### config.mk
export PLATFORM = sky130hd
export DESIGN_NAME = dacfrm_tx
export DESIGN_NICKNAME = d
export VERILOG_FILES = /design/src/rtl/dacfrm_pkg.sv /design/src/rtl/dacfrm_timer.sv /design/src/rtl/dacfrm_shift.sv /design/src/rtl/dacfrm_ctrl.sv /design/src/rtl/dacfrm_tx.sv
export SDC_FILE = /design/constraint.sdc
export NUM_CORES = 1
export LEC_CHECK = 0
export BUFFER_PORTS_ARGS = -buffer_cell sky130_fd_sc_hd__buf_2
export CORE_MARGIN = 5
export CORE_UTILIZATION = 35
export DETAILED_ROUTE_END_ITERATION = 8
export GPL_ROUTABILITY_DRIVEN = 0
export GPL_TIMING_DRIVEN = 0
export SETUP_SLACK_MARGIN = 0.4
export SYNTH_ARGS = -nofsm -noshare
export SYNTH_HDL_FRONTEND = slang
export SYNTH_SLANG_ARGS = --single-unit
export TNS_END_PERCENT = 10
### constraint.sdc
create_clock -name clk -period 4.8 [get_ports clk]
set_input_delay 0.96 -clock clk [delete_from_list [all_inputs] [get_ports clk]]
set_output_delay 0.96 -clock clk [all_outputs]
set_load 0.005 [all_outputs]
### src/rtl/dacfrm_pkg.sv
package dacfrm_pkg;

    localparam int CODE_W   = 8;
    localparam int CTRL_W   = 8;
    localparam int WORD_W   = CTRL_W + CODE_W;
    localparam int SPLIT_AT = CTRL_W;   // rising edges sent before the inter-byte pause

    typedef struct packed {
        logic              ref_ext;
        logic              upd_all;
        logic              pd_b;
        logic              pd_a;
        logic              sel_b;
        logic [1:0]        op;
        logic [CODE_W-1:0] code;
    } cmd_t;

    typedef enum logic [2:0] {
        ST_IDLE,
        ST_SETUP,
        ST_HIGH,
        ST_LOW,
        ST_PAUSE,
        ST_HOLD,
        ST_GAP
    } st_t;

    // Control byte first, spare position forced to zero.
    function automatic logic [WORD_W-1:0] pack_word(input cmd_t c);
        return {c.ref_ext, 1'b0, c.upd_all, c.pd_b, c.pd_a, c.sel_b, c.op, c.code};
    endfunction

    // Smallest half period (system cycles) keeping the serial clock at or below the limit.
    function automatic int min_half(input int sys_mhz, input int max_mhz);
        int period;
        period = (sys_mhz + max_mhz - 1) / max_mhz;
        return (period + 1) / 2;
    endfunction

endpackage

### src/rtl/dacfrm_timer.sv
module dacfrm_timer #(
    parameter int W = 7
) (
    input  logic         clk,
    input  logic         rst,
    input  logic         load,
    input  logic [W-1:0] len,
    output logic         expired
);
    logic [W-1:0] cnt;

    always_ff @(posedge clk) begin
        if (rst) begin
            cnt <= '0;
        end else if (load) begin
            cnt <= len - W'(1);
        end else if (cnt != '0) begin
            cnt <= cnt - W'(1);
        end
    end

    assign expired = (cnt == '0);
endmodule

### src/rtl/dacfrm_shift.sv
module dacfrm_shift #(
    parameter int W = 16
) (
    input  logic         clk,
    input  logic         rst,
    input  logic         load,
    input  logic [W-1:0] word,
    input  logic         shift,
    output logic         msb
);
    logic [W-1:0] q;

    always_ff @(posedge clk) begin
        if (rst) begin
            q <= '0;
        end else if (load) begin
            q <= word;
        end else if (shift) begin
            q <= {q[W-2:0], 1'b0};
        end
    end

    assign msb = q[W-1];
endmodule

### src/rtl/dacfrm_ctrl.sv
module dacfrm_ctrl
    import dacfrm_pkg::*;
#(
    parameter int DIV_W    = 6,
    parameter int PAUSE_W  = 6,
    parameter int TMR_W    = 7,
    parameter int MIN_HALF = 4,
    parameter bit TWO_BYTE = 1'b1
) (
    input  logic               clk,
    input  logic               rst,
    input  logic               in_valid,
    input  logic [DIV_W-1:0]   half_div,
    input  logic [PAUSE_W-1:0] byte_pause,
    input  logic               expired,
    output logic               ready,
    output logic               tmr_load,
    output logic [TMR_W-1:0]   tmr_len,
    output logic               word_load,
    output logic               bit_shift,
    output logic               sclk_o,
    output logic               frame_n_o,
    output logic               done_q
);
    localparam int BC_W = $clog2(WORD_W + 1);
    localparam logic [DIV_W-1:0] MIN_H = DIV_W'(MIN_HALF);

    st_t                st, st_n;
    logic [DIV_W-1:0]   h_q;
    logic [PAUSE_W-1:0] p_q;
    logic [BC_W-1:0]    bits_q, bits_n, bits_inc;
    logic [DIV_W-1:0]   h_in;
    logic               accept, last_bit, pause_here, done_n;

    assign ready    = (st == ST_IDLE);
    assign accept   = ready && in_valid;
    assign h_in     = (half_div < MIN_H) ? MIN_H : half_div;
    assign bits_inc = bits_q + BC_W'(1);
    assign last_bit = (bits_inc == BC_W'(WORD_W));

    generate
        if (TWO_BYTE) begin : g_split
            assign pause_here = (bits_inc == BC_W'(SPLIT_AT)) && (p_q != '0);
        end else begin : g_cont
            assign pause_here = 1'b0;
        end
    endgenerate

    always_comb begin
        st_n      = st;
        bits_n    = bits_q;
        tmr_load  = 1'b0;
        tmr_len   = TMR_W'(h_q);
        word_load = 1'b0;
        bit_shift = 1'b0;
        done_n    = 1'b0;
        unique case (st)
            ST_IDLE: begin
                if (in_valid) begin
                    st_n      = ST_SETUP;
                    tmr_load  = 1'b1;
                    tmr_len   = TMR_W'(h_in);
                    word_load = 1'b1;
                    bits_n    = '0;
                end
            end
            ST_SETUP: begin
                if (expired) begin
                    st_n     = ST_HIGH;
                    tmr_load = 1'b1;
                end
            end
            ST_HIGH: begin
                if (expired) begin
                    bit_shift = 1'b1;
                    bits_n    = bits_inc;
                    tmr_load  = 1'b1;
                    if (last_bit) begin
                        st_n = ST_HOLD;
                    end else if (pause_here) begin
                        st_n    = ST_PAUSE;
                        tmr_len = TMR_W'(p_q);
                    end else begin
                        st_n = ST_LOW;
                    end
                end
            end
            ST_LOW: begin
                if (expired) begin
                    st_n     = ST_HIGH;
                    tmr_load = 1'b1;
                end
            end
            ST_PAUSE: begin
                if (expired) begin
                    st_n     = ST_LOW;
                    tmr_load = 1'b1;
                end
            end
            ST_HOLD: begin
                if (expired) begin
                    st_n     = ST_GAP;
                    tmr_load = 1'b1;
                    tmr_len  = TMR_W'({h_q, 1'b0});
                    done_n   = 1'b1;
                end
            end
            ST_GAP: begin
                if (expired) begin
                    st_n = ST_IDLE;
                end
            end
            default: st_n = ST_IDLE;
        endcase
    end

    always_ff @(posedge clk) begin
        if (rst) begin
            st     <= ST_IDLE;
            bits_q <= '0;
            h_q    <= MIN_H;
            p_q    <= '0;
            done_q <= 1'b0;
        end else begin
            st     <= st_n;
            bits_q <= bits_n;
            done_q <= done_n;
            if (accept) begin
                h_q <= h_in;
                p_q <= byte_pause;
            end
        end
    end

    assign sclk_o    = (st == ST_HIGH);
    assign frame_n_o = !(st inside {ST_SETUP, ST_HIGH, ST_LOW, ST_PAUSE, ST_HOLD});
endmodule

### src/rtl/dacfrm_tx.sv
module dacfrm_tx
    import dacfrm_pkg::*;
#(
    parameter int SYS_MHZ      = 200,
    parameter int SCLK_MAX_MHZ = 30,
    parameter int DIV_W        = 6,
    parameter int PAUSE_W      = 6,
    parameter bit TWO_BYTE     = 1'b1
) (
    input  logic               clk,
    input  logic               rst,
    input  logic               in_valid,
    output logic               in_ready,
    input  logic               in_ref_ext,
    input  logic               in_upd_all,
    input  logic               in_pd_b,
    input  logic               in_pd_a,
    input  logic               in_sel_b,
    input  logic [1:0]         in_op,
    input  logic [7:0]         in_code,
    input  logic [DIV_W-1:0]   half_div,
    input  logic [PAUSE_W-1:0] byte_pause,
    output logic               ser_clk,
    output logic               ser_dat,
    output logic               frame_n,
    output logic               done
);
    localparam int MIN_HALF = min_half(SYS_MHZ, SCLK_MAX_MHZ);
    localparam int TMR_W    = (DIV_W + 1 > PAUSE_W) ? DIV_W + 1 : PAUSE_W;

    cmd_t              cmd;
    logic [WORD_W-1:0] word;
    logic              tmr_load, expired, word_load, bit_shift, msb, frame_n_i;
    logic [TMR_W-1:0]  tmr_len;

    assign cmd = '{ref_ext: in_ref_ext, upd_all: in_upd_all, pd_b: in_pd_b,
                   pd_a: in_pd_a, sel_b: in_sel_b, op: in_op, code: in_code};
    assign word = pack_word(cmd);

    dacfrm_ctrl #(
        .DIV_W    (DIV_W),
        .PAUSE_W  (PAUSE_W),
        .TMR_W    (TMR_W),
        .MIN_HALF (MIN_HALF),
        .TWO_BYTE (TWO_BYTE)
    ) u_ctrl (
        .clk        (clk),
        .rst        (rst),
        .in_valid   (in_valid),
        .half_div   (half_div),
        .byte_pause (byte_pause),
        .expired    (expired),
        .ready      (in_ready),
        .tmr_load   (tmr_load),
        .tmr_len    (tmr_len),
        .word_load  (word_load),
        .bit_shift  (bit_shift),
        .sclk_o     (ser_clk),
        .frame_n_o  (frame_n_i),
        .done_q     (done)
    );

    dacfrm_timer #(.W(TMR_W)) u_timer (
        .clk     (clk),
        .rst     (rst),
        .load    (tmr_load),
        .len     (tmr_len),
        .expired (expired)
    );

    dacfrm_shift #(.W(WORD_W)) u_shift (
        .clk   (clk),
        .rst   (rst),
        .load  (word_load),
        .word  (word),
        .shift (bit_shift),
        .msb   (msb)
    );

    assign frame_n = frame_n_i;
    assign ser_dat = !frame_n_i && msb;
endmodule

======== Word level (Yosys, flattened, before mapping) ========
Cells that the tools add are included.
operators by class
  order comparisons ....................... 1
  multiplexer cells ....................... 28
  reductions and logical operators ........ 18
  bitwise gates (word level) .............. 1
  equality and inequality tests ........... 14
  add/sub/neg operators ................... 3
operators by type and width
  cell                                                                   count
  7-bit 2-to-1 mux                                                       5
  16-bit 2-to-1 mux                                                      2
  3-bit 2-to-1 mux                                                       8
  7-bit case mux with 3 select lines                                     1
  6-bit 2-to-1 mux                                                       3
  3-bit case mux with 6 select lines                                     1
  7-bit by 1-bit subtractor with 7-bit output, second input constant     2
  5-bit 2-to-1 mux                                                       2
  5-bit case mux with 2 select lines                                     1
  3-bit equality test, second input constant                             3
  2-bit inequality test, second input constant                           4
  7-bit logical NOT                                                      1
  7-bit nonzero test                                                     1
  3-bit by 2-bit equality test with 1-bit output, second input constant  2
  6-bit by 3-bit < comparator with 1-bit output, second input constant   1
  6-bit AND reduction                                                    1
  2-bit nonzero test                                                     3
  6-bit nonzero test                                                     1
  2-bit OR reduction                                                     3
  5-bit by 1-bit adder with 5-bit output, second input constant          1
  5-bit by 4-bit equality test with 1-bit output, second input constant  1
  5-bit equality test, second input constant                             1
  5-bit nonzero test                                                     1
  5-bit OR reduction                                                     1
  other kinds (9)                                                        15
storage, ports and cells
  bits in registers ....................... 44
  logic and storage cells ................. 73
  output and inout port bits .............. 5
  bits of input ports ..................... 30

======== Depth between registers and ports, before layout ========
  word-level depth ........................ 9
  mapped depth ............................ 13

======== Modules after synthesis ========
A second synthesis with hierarchy kept.
unflattened totals
  cells, all modules ...................... 270
  area, all modules ....................... 2364.8 um^2
by module, submodules not included
  module        sequential area each (um^2)  area an instance (um^2)  instances  cells an instance
  dacfrm_ctrl   420.4                        1132.3                   1          148
  dacfrm_shift  320.3                        764.5                    1          71
  dacfrm_timer  140.1                        450.4                    1          49
  dacfrm_tx     0.0                          17.5                     1          2

======== Least setup slack after synthesis ========
Ideal clock, no wire load.
  path type ............................... input -> register
  start ................................... input in_valid
  end ..................................... register u_timer.cnt[6]
  setup slack ............................. 1958 ps
  stages on the path ...................... 10
  data arrival time ....................... 2773 ps
  required time ........................... 4730 ps
  path through ............................ a32oi_1 -> o32a_1 -> nor4_1 -> a311oi_1 -> inv_1 -> ha_1 -> o211ai_1 -> nand2_1 -> a31o_2 -> a21oi_1
on the way
  cells in the longest elaborated chain, start to end .. 4
  elaborated cells on any way between the ends .. 7
RTL lines
  element                                      RTL line            source
  start, declared                              dacfrm_tx.sv:12     input logic in_valid,
  6-bit 2-to-1 mux                             dacfrm_ctrl.sv:59   if (in_valid) begin
  7-bit case mux with 3 select lines           dacfrm_ctrl.sv:57   unique case (st)
  7-bit by 1-bit subtractor with 7-bit output  dacfrm_timer.sv:16  cnt <= len - W'(1);
  7-bit 2-to-1 mux                             dacfrm_timer.sv:15  end else if (load) begin
  end signal, assigned                         dacfrm_timer.sv:16
  end signal, assigned                         dacfrm_timer.sv:18  cnt <= cnt - W'(1);
  end, declared                                dacfrm_timer.sv:10  logic [W-1:0] cnt;
Parallel ways exist; a longest one is shown, timed or not.
A chain may end at the register's enable or synchronous reset.

======== Worst setup path in the final report ========
  start ................................... register u_timer.cnt[3]
  end ..................................... register u_timer.cnt[6]
on the way
  cells in the longest elaborated chain, start to end .. 5
  elaborated cells on any way between the ends .. 12
RTL lines
  element                                      RTL line                               source
  7-bit logical NOT                            dacfrm_timer.sv:22                     assign expired = (cnt == '0);
  7-bit 2-to-1 mux (on tied branches)          dacfrm_ctrl.sv:101, dacfrm_ctrl.sv:74
  7-bit case mux with 3 select lines           dacfrm_ctrl.sv:57
  7-bit by 1-bit subtractor with 7-bit output  dacfrm_timer.sv:16
  7-bit 2-to-1 mux                             dacfrm_timer.sv:15
Parallel ways exist; a longest one is shown, timed or not. The select of a mux whose other input is x is not followed.

==> flow_results.org <==
** Power and ir drop
- Max VDD drop :: 210 uV
- For this design the static power due to leakage is 1.16 nW.
- Dividing total power by cell area gives a power density of 509 mW/mm^2.

** Logic synthesis
- Synth Flop Type :: sky130_fd_sc_hd__dfxtp_1
- Syn_area_per_cell :: 8.15 um^2
- Number of register bits inferred by synthesis :: 44
- After synthesis the cells add up to 0.00240 mm^2.
- Largest cells by area after synthesis :: sky130_fd_sc_hd__dfxtp_1 (37%), sky130_fd_sc_hd__nand2_1 (7.7%), sky130_fd_sc_hd__mux2i_1 (7.1%), sky130_fd_sc_hd__nor2_1 (5.8%), sky130_fd_sc_hd__a211oi_1 (5.0%)
- Synth async-reset ratio :: 0%
- For this run, the register share of the synthesized area comes to 36.7%.
- Cells after synthesis :: 294
- The synthesized netlist contains 50 unique library cells.
- Summed over its instances, the top area cell type makes up 36.7% of the synthesized netlist area.
- Yosys printed 0 warnings.
- Counting flops with a built-in enable in the synthesized netlist gives 0.
- Nets in the synthesized netlist :: 327
- The synthesized design spends more area on one cell type than any other, namely sky130_fd_sc_hd__dfxtp_1.

** Route
- In the final routing, the length of wire on met1 measures 3020 um.
- After detailed routing, the average wire length per cell comes to 14.5 um.
- For this run, design rule violations remaining after detail routing come to 0.
- The highest metal layer carrying signal wires in the routed design is met4.
- Summed over all layers, the routed wires come to 6050 um.
- Initial DRC count :: 101
- The first detailed-routing pass ran for 4 iterations.
- Post-DR vias/cell :: 5.37
- Met2 wire len :: 2690 um
- Metal3 WL :: 267 um
- Across all layers, the routed design uses 2,233 vias.
- The detail route stage leaves a number of antenna-violating nets equal to 0.

** Min path
- The min-delay analysis places its worst path in the category reg2reg.
- Min-Delay Startpoint :: u_shift.q[0]$_SDFFE_PP0P_
- The worst hold path terminates at u_shift.q[0]$_SDFFE_PP0P_.
- The worst hold path passes through 2 cells.

** Critical path
- Endpoint class of the critical path :: flip-flop
- Reg2reg start :: u_timer.cnt[3]$_SDFFE_PP0P_
- Data on the critical path is required at its endpoint by 5030 ps.
- Category of the worst setup path launch point :: flip-flop
- Measured in cells, the most critical reg-to-reg path has a length of 11.
- R2R Path End :: u_timer.cnt[6]$_SDFFE_PP0P_
- Arrival time of data at the critical path endpoint :: 3420 ps
- Start point of the critical path :: u_timer.cnt[3]$_SDFFE_PP0P_
- The setup path with the least slack is of type reg2reg.
- Biggest fanout along the worst timing path :: 7
- For flop-to-flop paths, the worst setup slack is 1610 ps.

** Floorplanning
- Die H :: 92.8 um
- The floorplan has 30 rows.
- From left edge to right edge, the die measures 92.8 um.
- Initial core utilization :: 35.7%
- During I/O placement, the number of pins put on the boundary was 35.
- Area enclosed by the die boundary :: 0.00860 mm^2
- The total area inside the core boundary comes to 0.00672 mm^2.

** Flow run
- Max-cap violations :: 0

** Place
- Final HPWL DP :: 4570 um
- Minimum setup slack after placement :: 1550 ps
- During placement, the flow inserted port buffers numbering 34.

** Timing
- Of the available clock period, the critical path in the final layout requires 66.4%.
- For this run, the top clock speed supported by timing is 314 MHz.
- At the pin with the least slew margin, the transition time is 544 ps.
- Minimum setup slack in the final design :: 1610 ps
- Maximum clock skew at final layout :: 8.14 ps
- Min cycle time layout :: 3190 ps
- Max_slew headroom :: 63.7%
- Setup repair after global routing missed its margin :: false
- Setup-violating endpoint count in the final report :: 0
- Slew Limit Fails :: 0
- Adding up every negative setup slack in the final design gives 0 ps.
- Final count of hold timing violations :: 0

** GRT
- Number of antenna violations at the first check in global routing :: 0
- The number of global-route vias before repair was 2,148.
- Gr usage total :: 14.6%
- After global routing the overflow that remains totals 0.
- The first global-routing pass estimated 10,300 um of wire.
- Pin count of the biggest net entering global routing :: 15

** CTS
- For this design, the CTS-stage hold fixing added 0 buffers.
- Post-cts repair resize count :: 0
- The clock drives 44 sinks.
- CTS tree :: done
- Clock slew seen by the registers of the worst setup and hold paths :: 90 ps
- The later pin in the worst-skew pair is clocked with a latency of 300 ps.
- TritonCTS created 5 clock buffers.
- CTS root buf :: sky130_fd_sc_hd__clkbuf_8
- Buffer depth of the longest clock path :: 2
- Clock H-tree levels :: 2
- Postcts setup bufs :: 0

** Cells and area
- Commonest cells after routing, fill and taps aside :: sky130_fd_sc_hd__nand2_1 (49), sky130_fd_sc_hd__dfxtp_1 (44), sky130_fd_sc_hd__nor2_1 (37), sky130_fd_sc_hd__buf_2 (36), sky130_fd_sc_hd__a21oi_1 (23)
- The library cell used most frequently in the layout, excluding fill and tap cells, is sky130_fd_sc_hd__nand2_1.
- For this run, the post-layout net count is 368.
- Number of antenna cells inserted :: 0
- From synthesis to final layout, the design area changed by 15.0%.
- Fill cells :: 708
- Share of final-layout standard cells stronger than drive strength 1 :: 16.7%

** Status
- The flow ran to the end, and the final reports show no timing, DRC or antenna violations.
## critical path: stages (launching register included)
cell                       delay (ps)
sky130_fd_sc_hd__dfxtp_1          330
sky130_fd_sc_hd__nor4_1           480
sky130_fd_sc_hd__nand2_1          330
sky130_fd_sc_hd__o32ai_4          500
sky130_fd_sc_hd__nor2_1            70
sky130_fd_sc_hd__a311oi_1         460
sky130_fd_sc_hd__inv_1             90
sky130_fd_sc_hd__ha_1             240
sky130_fd_sc_hd__o211ai_1         140
sky130_fd_sc_hd__nand2_1          120
sky130_fd_sc_hd__a31o_2           260
sky130_fd_sc_hd__a21oi_1          110
## routing by layer
metal,global-route usage (%),vias up
li1,-,1141
met1,19.9,1044
met2,23.0,41
met3,2.76,7
met4,5.37,0
met5,0,-
## worst max path at each step
stage,slack [ps],to
floorplan,1960,u_timer.cnt[6]$_SDFFE_PP0P_
finish,1610,u_timer.cnt[6]$_SDFFE_PP0P_
global placement,1570,u_timer.cnt[6]$_SDFFE_PP0P_
global route,1260,u_timer.cnt[6]$_SDFFE_PP0P_
CTS,1570,u_timer.cnt[6]$_SDFFE_PP0P_
detailed placement,1550,u_timer.cnt[6]$_SDFFE_PP0P_
## per-stage QoR
step | util, % | area, um^2 | total power, W | std cells | hold WS, ps
floorplan | - | 2400 | 0.00101 | 294 | 447
global placement | 39.7 | 2670 | 0.00116 | 408 | 464
detailed placement | 39.7 | 2670 | 0.00117 | 408 | 477
CTS | 41.0 | 2760 | 0.00141 | 416 | 490
global route | 41.0 | 2760 | 0.00152 | 416 | 512
finish | 41.0 | 2760 | 0.00140 | 416 | 487
## synth_stat cells, types with 3 or more instances
| library cell | number |
|---|---|
| sky130_fd_sc_hd__a211oi_1 | 16 |
| sky130_fd_sc_hd__a21oi_1 | 23 |
| sky130_fd_sc_hd__a221o_1 | 3 |
| sky130_fd_sc_hd__a22oi_1 | 3 |
| sky130_fd_sc_hd__a31oi_1 | 3 |
| sky130_fd_sc_hd__clkbuf_1 | 15 |
| sky130_fd_sc_hd__dfxtp_1 | 44 |
| sky130_fd_sc_hd__ha_1 | 3 |
| sky130_fd_sc_hd__inv_1 | 4 |
| sky130_fd_sc_hd__mux2i_1 | 17 |
| sky130_fd_sc_hd__nand2_1 | 49 |
| sky130_fd_sc_hd__nand2b_1 | 4 |
| sky130_fd_sc_hd__nand3_1 | 12 |
| sky130_fd_sc_hd__nand3b_1 | 4 |
| sky130_fd_sc_hd__nor2_1 | 37 |
| sky130_fd_sc_hd__nor3_1 | 3 |
| sky130_fd_sc_hd__nor3b_1 | 3 |
| sky130_fd_sc_hd__nor4_1 | 3 |
| sky130_fd_sc_hd__o211ai_1 | 3 |
| sky130_fd_sc_hd__o21ai_0 | 6 |
| sky130_fd_sc_hd__xor2_1 | 4 |
## state kept, by name, indices dropped and copies added (netlist names)
| register | count |
|---|---|
| u_ctrl.st | 3 |
| u_ctrl.done_q | 1 |
| u_ctrl.bits_q | 5 |
| u_ctrl.h_q | 6 |
| u_ctrl.p_q | 6 |
| u_timer.cnt | 7 |
| u_shift.q | 16 |
## layout make-up
cell class                      count  area, um^2  share of cell area, %
Clock inverter                      2        16.3                  0.590
Inverter                            5        18.8                  0.681
Buffer                             17        66.3                   2.41
Sequential cell                    44         881                   32.0
Timing Repair Buffer               34         170                   6.17
Clock buffer                        6        72.6                   2.63
Tap cell                           80         100                   3.63
Multi-Input combinational cell    228        1430                   51.9
## cell families (layout without fill, tap and decap cells)
logic type	Yosys count	count (layout)	share of synthesized area, %
and+or+nand+nor	127	127	24.9
muxes	19	19	8.04
xor gates and xnor gates	6	6	2.19
adders and majority gates	3	3	1.57
AOI/OAI and AO/OA	73	73	23.0
DFF	44	44	36.7
buffers and inverters	22	64	3.55
## where the power goes
| part | switching, W | total [W] | internal (W) |
|---|---|---|---|
| Combinational | 0.000404 | 0.000661 | 0.000257 |
| Clock | 0.000133 | 0.000236 | 0.000104 |
| Sequential | 0.0000564 | 0.000505 | 0.000448 |
No activity file was read; power rests on OpenSTA's default activity.
